`config.mk`:
```
export PLATFORM = sky130hd
export DESIGN_NAME = pipe_interlock
export DESIGN_NICKNAME = d
export VERILOG_FILES = /design/src/rtl/interlock_pkg.sv /design/src/rtl/ilk_src_match.sv /design/src/rtl/ilk_ex_slot.sv /design/src/rtl/pipe_interlock.sv
export SDC_FILE = /design/constraint.sdc
export NUM_CORES = 1
export LEC_CHECK = 0
export BUFFER_PORTS_ARGS = -buffer_cell sky130_fd_sc_hd__buf_2
export CAP_MARGIN = 10
export CORE_AREA = 2 2 39 41
export CTS_CLUSTER_DIAMETER = 60
export DETAILED_ROUTE_END_ITERATION = 16
export DIE_AREA = 0 0 41 43
export SYNTH_ARGS = -nofsm -noshare
export SYNTH_HDL_FRONTEND = slang
export SYNTH_SLANG_ARGS = --single-unit
```
`constraint.sdc`:
```
create_clock -name clk -period 1.54 [get_ports clk]
set_clock_uncertainty 0.1 [all_clocks]
set_input_delay 0.308 -clock clk [delete_from_list [all_inputs] [get_ports clk]]
set_output_delay 0.308 -clock clk [all_outputs]
set_load 0.02 [all_outputs]
```
`src/rtl/interlock_pkg.sv`:
```
`timescale 1ns/1ps
package interlock_pkg;
  // Arbitration outcome for one cycle; squash outranks stall.
  typedef enum logic [1:0] {
    CTL_RUN   = 2'd0,
    CTL_STALL = 2'd1,
    CTL_FLUSH = 2'd2
  } ctl_e;
endpackage

```
`src/rtl/ilk_src_match.sv`:
```
`timescale 1ns/1ps
module ilk_src_match #(
  parameter int RW   = 3,
  parameter int NSRC = 2
) (
  input  logic [NSRC-1:0][RW-1:0] src_i,
  input  logic [RW-1:0]           dst_i,
  input  logic                    dst_live_i,
  output logic                    hit_o
);
  logic [NSRC-1:0] eq;

  for (genvar g = 0; g < NSRC; g++) begin : g_cmp
    assign eq[g] = (src_i[g] == dst_i);
  end

  assign hit_o = dst_live_i && (|eq);
endmodule

```
`src/rtl/ilk_ex_slot.sv`:
```
`timescale 1ns/1ps
module ilk_ex_slot #(
  parameter int RW = 3
) (
  input  logic          clk,
  input  logic          rst_n,
  input  logic          take_i,
  input  logic [RW-1:0] dst_i,
  input  logic          wen_i,
  input  logic          load_i,
  output logic          valid_o,
  output logic [RW-1:0] dst_o,
  output logic          load_live_o
);
  logic          valid_q, valid_d;
  logic [RW-1:0] dst_q, dst_d;
  logic          wen_q, wen_d;
  logic          load_q, load_d;

  // Next state: a bubble clears valid; fields load only on capture.
  always_comb begin
    valid_d = take_i;
    dst_d   = dst_q;
    wen_d   = wen_q;
    load_d  = load_q;
    if (take_i) begin
      dst_d  = dst_i;
      wen_d  = wen_i;
      load_d = load_i;
    end
  end

  always_ff @(posedge clk or negedge rst_n) begin
    if (!rst_n) begin
      valid_q <= 1'b0;
      dst_q   <= '0;
      wen_q   <= 1'b0;
      load_q  <= 1'b0;
    end else begin
      valid_q <= valid_d;
      dst_q   <= dst_d;
      wen_q   <= wen_d;
      load_q  <= load_d;
    end
  end

  assign valid_o     = valid_q;
  assign dst_o       = dst_q;
  assign load_live_o = valid_q && wen_q && load_q && (dst_q != '0);
endmodule

```
`src/rtl/pipe_interlock.sv`:
```
`timescale 1ns/1ps
module pipe_interlock #(
  parameter int REG_W = 3
) (
  input  logic             clk,
  input  logic             rst_n,
  input  logic             dec_valid,
  input  logic [REG_W-1:0] dec_src_a,
  input  logic [REG_W-1:0] dec_src_b,
  input  logic [REG_W-1:0] dec_dst,
  input  logic             dec_wr_en,
  input  logic             dec_is_load,
  input  logic             ex_br_taken,
  output logic             pc_hold,
  output logic             ifid_hold,
  output logic             idex_bubble,
  output logic             ifid_squash,
  output logic             fetch_redirect
);
  import interlock_pkg::*;

  localparam int NSRC = 2;

  logic                       ex_valid;
  logic                       ex_load_live;
  logic [REG_W-1:0]           ex_dst;
  logic                       use_hit;
  logic                       take;
  logic [NSRC-1:0][REG_W-1:0] srcs;
  ctl_e                       mode;

  assign srcs = {dec_src_b, dec_src_a};

  ilk_src_match #(.RW(REG_W), .NSRC(NSRC)) u_match (
    .src_i      (srcs),
    .dst_i      (ex_dst),
    .dst_live_i (ex_load_live),
    .hit_o      (use_hit)
  );

  // Squash first, then load-use stall, else run.
  always_comb begin
    if (ex_br_taken && ex_valid)  mode = CTL_FLUSH;
    else if (dec_valid && use_hit) mode = CTL_STALL;
    else                           mode = CTL_RUN;
  end

  assign take = dec_valid && (mode == CTL_RUN);

  ilk_ex_slot #(.RW(REG_W)) u_ex (
    .clk         (clk),
    .rst_n       (rst_n),
    .take_i      (take),
    .dst_i       (dec_dst),
    .wen_i       (dec_wr_en),
    .load_i      (dec_is_load),
    .valid_o     (ex_valid),
    .dst_o       (ex_dst),
    .load_live_o (ex_load_live)
  );

  assign pc_hold        = (mode == CTL_STALL);
  assign ifid_hold      = (mode == CTL_STALL);
  assign idex_bubble    = (mode != CTL_RUN);
  assign ifid_squash    = (mode == CTL_FLUSH);
  assign fetch_redirect = (mode == CTL_FLUSH);
endmodule

```
==> results of run 1 <==
area by class of cell:
type / count / area, um^2
Fill cell: 130 / 626
Multi-Input combinational cell: 43 / 342
Timing Repair Buffer: 31 / 210
Sequential cell: 6 / 153
Clock buffer: 3 / 22.5
Tap cell: 16 / 20.0
Inverter: 3 / 11.3
cell families (layout without fill, tap and decap cells):
kind of cell           Yosys count  in the layout  share of synthesized area [%]
buffers and inverters            8             37                           8.08
AND/OR/NAND/NOR                 23             23                           26.7
flip-flops                       6              6                           32.3
XOR/XNOR                         6              6                           11.3
AO/OA/AOI/OAI                   14             14                           21.6
cell usage in the layout, fill, tap and decap left out, types with 3 or more instances in the layout:
| master | count |
|---|---|
| buf_6 | 4 |
| a21oi_1 | 4 |
| inv_1 | 3 |
| clkbuf_4 | 3 |
| buf_4 | 10 |
| nand2_1 | 4 |
| dfrtp_1 | 4 |
| buf_2 | 16 |
| and3_1 | 4 |
| nand3_1 | 6 |
| o211ai_1 | 4 |
synthesized netlist by cell type:
cell	n	area share, %
nor3_2	1	2.2
nand4_1	1	1.3
xor2_1	3	5.7
and3_1	5	6.7
xnor2_1	3	5.7
nor2_2	1	1.3
dfrtp_1	6	32
o211ai_1	4	6.5
a21oi_1	4	4.3
a21boi_0	2	3.2
buf_4	2	3.2
nor3_1	1	1.1
clkbuf_1	3	2.4
or3_1	1	1.3
nand3_1	6	6.5
o311ai_2	1	3.5
nor2_1	2	1.6
nand2_1	4	3.2
o21ai_2	1	1.9
o21ai_0	2	2.2
inv_1	3	2.4
or2_0	1	1.3
worst max-delay path by stage:
stage / start / endpoint / cells past startpoint
after floorplan: u_ex.dst_o[2] / pc_hold / 5
after global placement: u_ex.dst_o[0] / idex_bubble / 6
after detailed placement: u_ex.dst_o[2] / idex_bubble / 5
final: u_ex.dst_o[2] / ifid_hold / 5
after global routing: u_ex.dst_o[2] / pc_hold / 5
after CTS: u_ex.dst_o[2] / idex_bubble / 5
critical path, stage by stage (launching register included):
cell and delay, ps:
dfrtp_2 460, xor2_2 180, nor3_4 250, o21ai_4 90, nor2_4 110, buf_6 120
layer usage:
| layer | up-vias | GRT usage, % | part of all wire [%] |
|---|---|---|---|
| li1 | 259 | - | - |
| met2 | 18 | 23.4 | 51 |
| met3 | 0 | 4.71 | 6.0 |
| met4 | 0 | 10.0 | 0 |
| met5 | - | 0 | 0 |
| met1 | 236 | 22.9 | 43 |
power by group through the flow:
stage	sequential [W]	combinational, W	clock (W)
after global routing	0.000222	0.000354	0.000173
after detailed placement	0.000212	0.000248	0
after floorplan	0.000209	0.000150	0
after global placement	0.000210	0.000246	0
after CTS	0.000210	0.000264	0.000158
final	0.000219	0.000324	0.000151
sequential cells by signal (all words and copies together), names as in the netlist:
name / cells
u_ex.valid_o: 1
u_ex.dst_o: 3
u_ex.load_q: 1
u_ex.wen_q: 1
per-stage QoR:
stage	setup TNS, ps	setup WS, ps	util, %	hold slack [ps]
finish	-1070	-334	54.8	226
global route	-1630	-422	54.8	216
CTS	-1050	-351	49.1	221
detailed placement	-258	-92.6	45.4	42.0
global placement	-213	-71.7	45.4	43.7
floorplan	-108	-108	-	-87.6
timing repair:
action,in CTS,in global routing
gates cloned,0,0
resized for setup,4,14
endpoints found under the hold margin,6,0
hold buffers,1,0
buffers inserted,1,2
pin swaps,3,8
endpoints found under the setup margin,3,8
==> results.tsv, run 1 <==
metric	value	unit
finalSetupViolCount	4	
rr_startpoint	u_ex.dst_o[2]	
ys_seq_area_share	32.3	%
clock_latency	250	ps
pwr-share-seq	31.5	%
worstSetupPathType	reg -> out	
grt_pass1_wl	1.95	mm
slew_violations	0	
area_growth	63.3	%
drc	0	
worst-r2r-setup-slack	-70	ps
cts_tree	yes	
clock_path_buffers	2	
synth_warnings	0	
end_kind	output port	
ys_ff_latch	6	
p_int	0.000437	W
min_path_type	in -> reg	
violations	negative setup slack	
grt_max_degree	11	
crit_required	1130	ps
drv_cap	0	
swShare	36.9	%
rsz0062_at_grt	yes	
dp_hpwl	945	um
die_w	41	um
drt_iter0_markers	7	
drtPass1Iterations	4	
min_period	1870	ps
ys_types	22	
worst_pin_slew	284	ps
antenna_cells	0	
die_area	1760	um^2
root_buffer	clkbuf_4	
die_h	43	um
fin_ws	-334	ps
final_nets	103	
comb_power_share	46.6	%
status	complete, but fails checks	
power	0.000694	W
gp_congestion	0.813	
grt_usage	17.1	%
antenna_found_initial	0	
worstHoldStart	dec_is_load	
min_to	u_ex.load_q	
leakagePower	0.355	nW
htreeDepth	1	
final_cell_area	758	um^2
io_pins	20	
clkSlewWorstSetupHoldPaths	50	ps
reg2reg_to	u_ex.dst_o[2]	
avgSynthCellArea	8.14	um^2
place_inst	96	
worstHoldPathCells	3	
antenna_left	0	
initial_core_util	33.5	%
hold_violations	0	
wl_per_cell	12.6	um
drive_gt1_share	52.3	%
numCtsBuffers	3	
syn-num-nets	72	
cp-start-kind	register	
portBuffers	19	
vias_per_cell	5.03	
period_share	122	%
vias	513	
rr_worst_depth	6	
rows	14	
powerDensity	915	nW/um^2
clock-sinks	6	
fin_cells	102	
slew-limit-headroom	81.0	%
cp_max_fo	4	
overflow	0	
worstPathArrival	1470	ps
clockPowerShare	21.8	%
grt_pass1_vias	457	
ir_drop	351	uV
place_area	628	um^2
fmax	533	MHz
netlist_area	464	um^2
synthCells	57	
core	1380	um^2
power_switching	0.000256	W
routed_wl	1.29	mm
No activity file was read; power rests on OpenSTA's default activity.
==> inputs of run 2 (changes only) <==
Settings changed: BUFFER_PORTS_ARGS -buffer_cell sky130_fd_sc_hd__buf_2 to unset, CTS_CLUSTER_DIAMETER 60 to 40, DONT_BUFFER_PORTS set to 1, TNS_END_PERCENT set to 20.
==> run 2 against run 1 <==
The flow still finishes with violations (negative setup slack). Worst hold slack lost 93 ps. Sequential power is essentially flat. Via count shrank 11%. Clock power shrank 4%. Core utilization shrank 8.0 points. Power shrank 6.8%. Largest cell class unchanged.
==> results.tsv, run 2 (same netlist as run 1, synthesis figures left out) <==
metric	value	unit	change
grt_pass1_wl	1.98	mm	was 1.95 mm
antenna_found_initial	0		unchanged
clock_path_buffers	2		unchanged
rr_startpoint	u_ex.dst_o[1]		was u_ex.dst_o[2]
status	complete, but fails checks		unchanged
crit_required	1130	ps	about the same
grt_pass1_vias	466		was 457
slew-limit-headroom	80.0	%	was 81.0%
wl_per_cell	14.9	um	was 12.6 um
violations	negative setup slack		unchanged
worst_pin_slew	299	ps	was 284 ps
rows	14		unchanged
cp_cell_sequence	xnor2_1 -> and3_1 -> o21ai_2 -> nor2_4		was xor2_2 -> nor3_4 -> o21ai_4 -> nor2_4 -> buf_6
powerDensity	1000	nW/um^2	was 915 nW/um^2
crit_path_end	pc_hold		was ifid_hold
min_period	1850	ps	was 1870 ps
period_share	120	%	was 122%
worstSetupPathType	reg -> out		unchanged
nFillCells	136		was 130
worstPathArrival	1440	ps	was 1470 ps
die_area	1760	um^2	unchanged
clock-sinks	6		unchanged
ir_drop	396	uV	was 351 uV
grt_usage	16.5	%	was 17.1%
finalSetupViolCount	8		was 4
rsz0062_at_grt	yes		unchanged
initial_core_util	33.5	%	unchanged
final_nets	86		was 103
drt_iter0_markers	5		was 7
final_common_cell	buf_4		was buf_2
hold_violations	0		unchanged
fmax	541	MHz	was 533 MHz
antenna_left	0		unchanged
die_w	41	um	unchanged
rr_worst_depth	8		was 6
end_kind	output port		unchanged
slew_violations	0		unchanged
finalSetupTns	-1390	ps	was -1070 ps
drc	0		unchanged
mostFrequentLayoutCells	buf_4, nand3_1, and3_1		was buf_2, buf_4, nand3_1
drive_gt1_share	43.5	%	was 52.3%
largest_reg_flops	3		unchanged
die_h	43	um	unchanged
numCtsBuffers	3		unchanged
io_pins	20		unchanged
postLayoutCoreUtil	46.7	%	was 54.8%
cp-start-kind	register		unchanged
core	1380	um^2	unchanged
root_buffer	clkbuf_4		unchanged
dp_hpwl	962	um	was 945 um
routed_wl	1.27	mm	was 1.29 mm
cp_max_fo	3		was 4
clkSlewWorstSetupHoldPaths	50	ps	about the same
cp-startpoint	u_ex.dst_o[2]		unchanged
min_path_type	in -> reg		unchanged
cts_tree	yes		unchanged
area_growth	39.4	%	was 63.3%
vias_per_cell	5.40		was 5.03
worst-r2r-setup-slack	-150	ps	was -70 ps
drtPass1Iterations	4		unchanged
antenna_cells	0		unchanged
fin_ws	-310	ps	was -334 ps
htreeDepth	1		unchanged
leakagePower	0.277	nW	was 0.355 nW
gp_congestion	0.771		was 0.813
drv_cap	0		unchanged
overflow	0		unchanged
grt_max_degree	12		was 11
clock_latency	240	ps	was 250 ps
cp_slowest_cell	dfrtp_1		was dfrtp_2
portBuffers	0		was 19
pre_cts_slack	-119	ps	was -92.6 ps
timing.hold.ws	133	ps	was 226 ps
reg2reg_to	u_ex.dst_o[2]		unchanged
vias	459		was 513
slowest_delay	400	ps	was 460 ps
==> run 2: changes by cell type in the layout (fill, tap and decap cells not counted), sizes merged <==
| cell | before | now |
|---|---|---|
| buf | 30 | 13 |
==> run 2: timing repair <==
item,in CTS,in global routing
hold buffers,1,0
hold endpoints to repair,6,0
gates resized for setup,10,3
setup endpoints to repair,5,10
setup buffers,3,1
pin swaps,8,3
==> run 2: critical path: cells and delay by family (launching register included) <==
kind | cells | cell delay [ps]
compound gates | 1 | 100
flops | 1 | 400
xor+xnor | 1 | 230
simple gates | 2 | 460
==> run 2: area by class of cell <==
class / instances / area, um^2 / share of cell area [%]
Tap cell: 16 / 20.0 / 3.09
Timing Repair Buffer: 14 / 119 / 18.4
Multi-Input combinational cell: 43 / 322 / 49.7
Clock buffer: 3 / 22.5 / 3.48
Inverter: 3 / 11.3 / 1.74
Sequential cell: 6 / 153 / 23.6
==> run 2: power breakdown <==
group | leakage, nW | switching, W | internal, W
sequential | 0.0690 | 0.0000321 | 0.000186
clock | 0.0138 | 0.0000568 | 0.0000882
combinational | 0.195 | 0.000136 | 0.000148
==> run 2: routing by layer <==
| layer | vias up | part of all wire (%) | wire length, um | GRT usage, % |
|---|---|---|---|---|
| met1 | 222 | 44 | 553 | 21.1 |
| met4 | 0 | 0 | 0 | 6.67 |
| met3 | 0 | 4.8 | 61 | 3.66 |
| met5 | - | 0 | 0 | 0 |
| met2 | 14 | 51 | 650 | 25.6 |
| li1 | 223 | - | - | - |
==> run 2: metrics by stage <==
stage / cell area (um^2) / total power [W] / cells
final: 647 / 0.000647 / 85
after global routing: 647 / 0.000700 / 85
after CTS: 631 / 0.000634 / 84
after detailed placement: 533 / 0.000427 / 77
after global placement: 533 / 0.000420 / 77
after floorplan: 475 / 0.000358 / 57
==> run 2: worst min-delay path by stage <==
| stage | start | depth (start not counted) | slack [ps] | to |
|---|---|---|---|---|
| floorplan | rst_n | 0 | -90 | u_ex.dst_o[0] |
| finish | dec_valid | 1 | 130 | u_ex.valid_o |
| detailed placement | rst_n | 0 | -90 | u_ex.wen_q |
| CTS | dec_valid | 1 | 130 | u_ex.valid_o |
| global placement | rst_n | 0 | -90 | u_ex.load_q |
| global route | dec_valid | 1 | 120 | u_ex.valid_o |
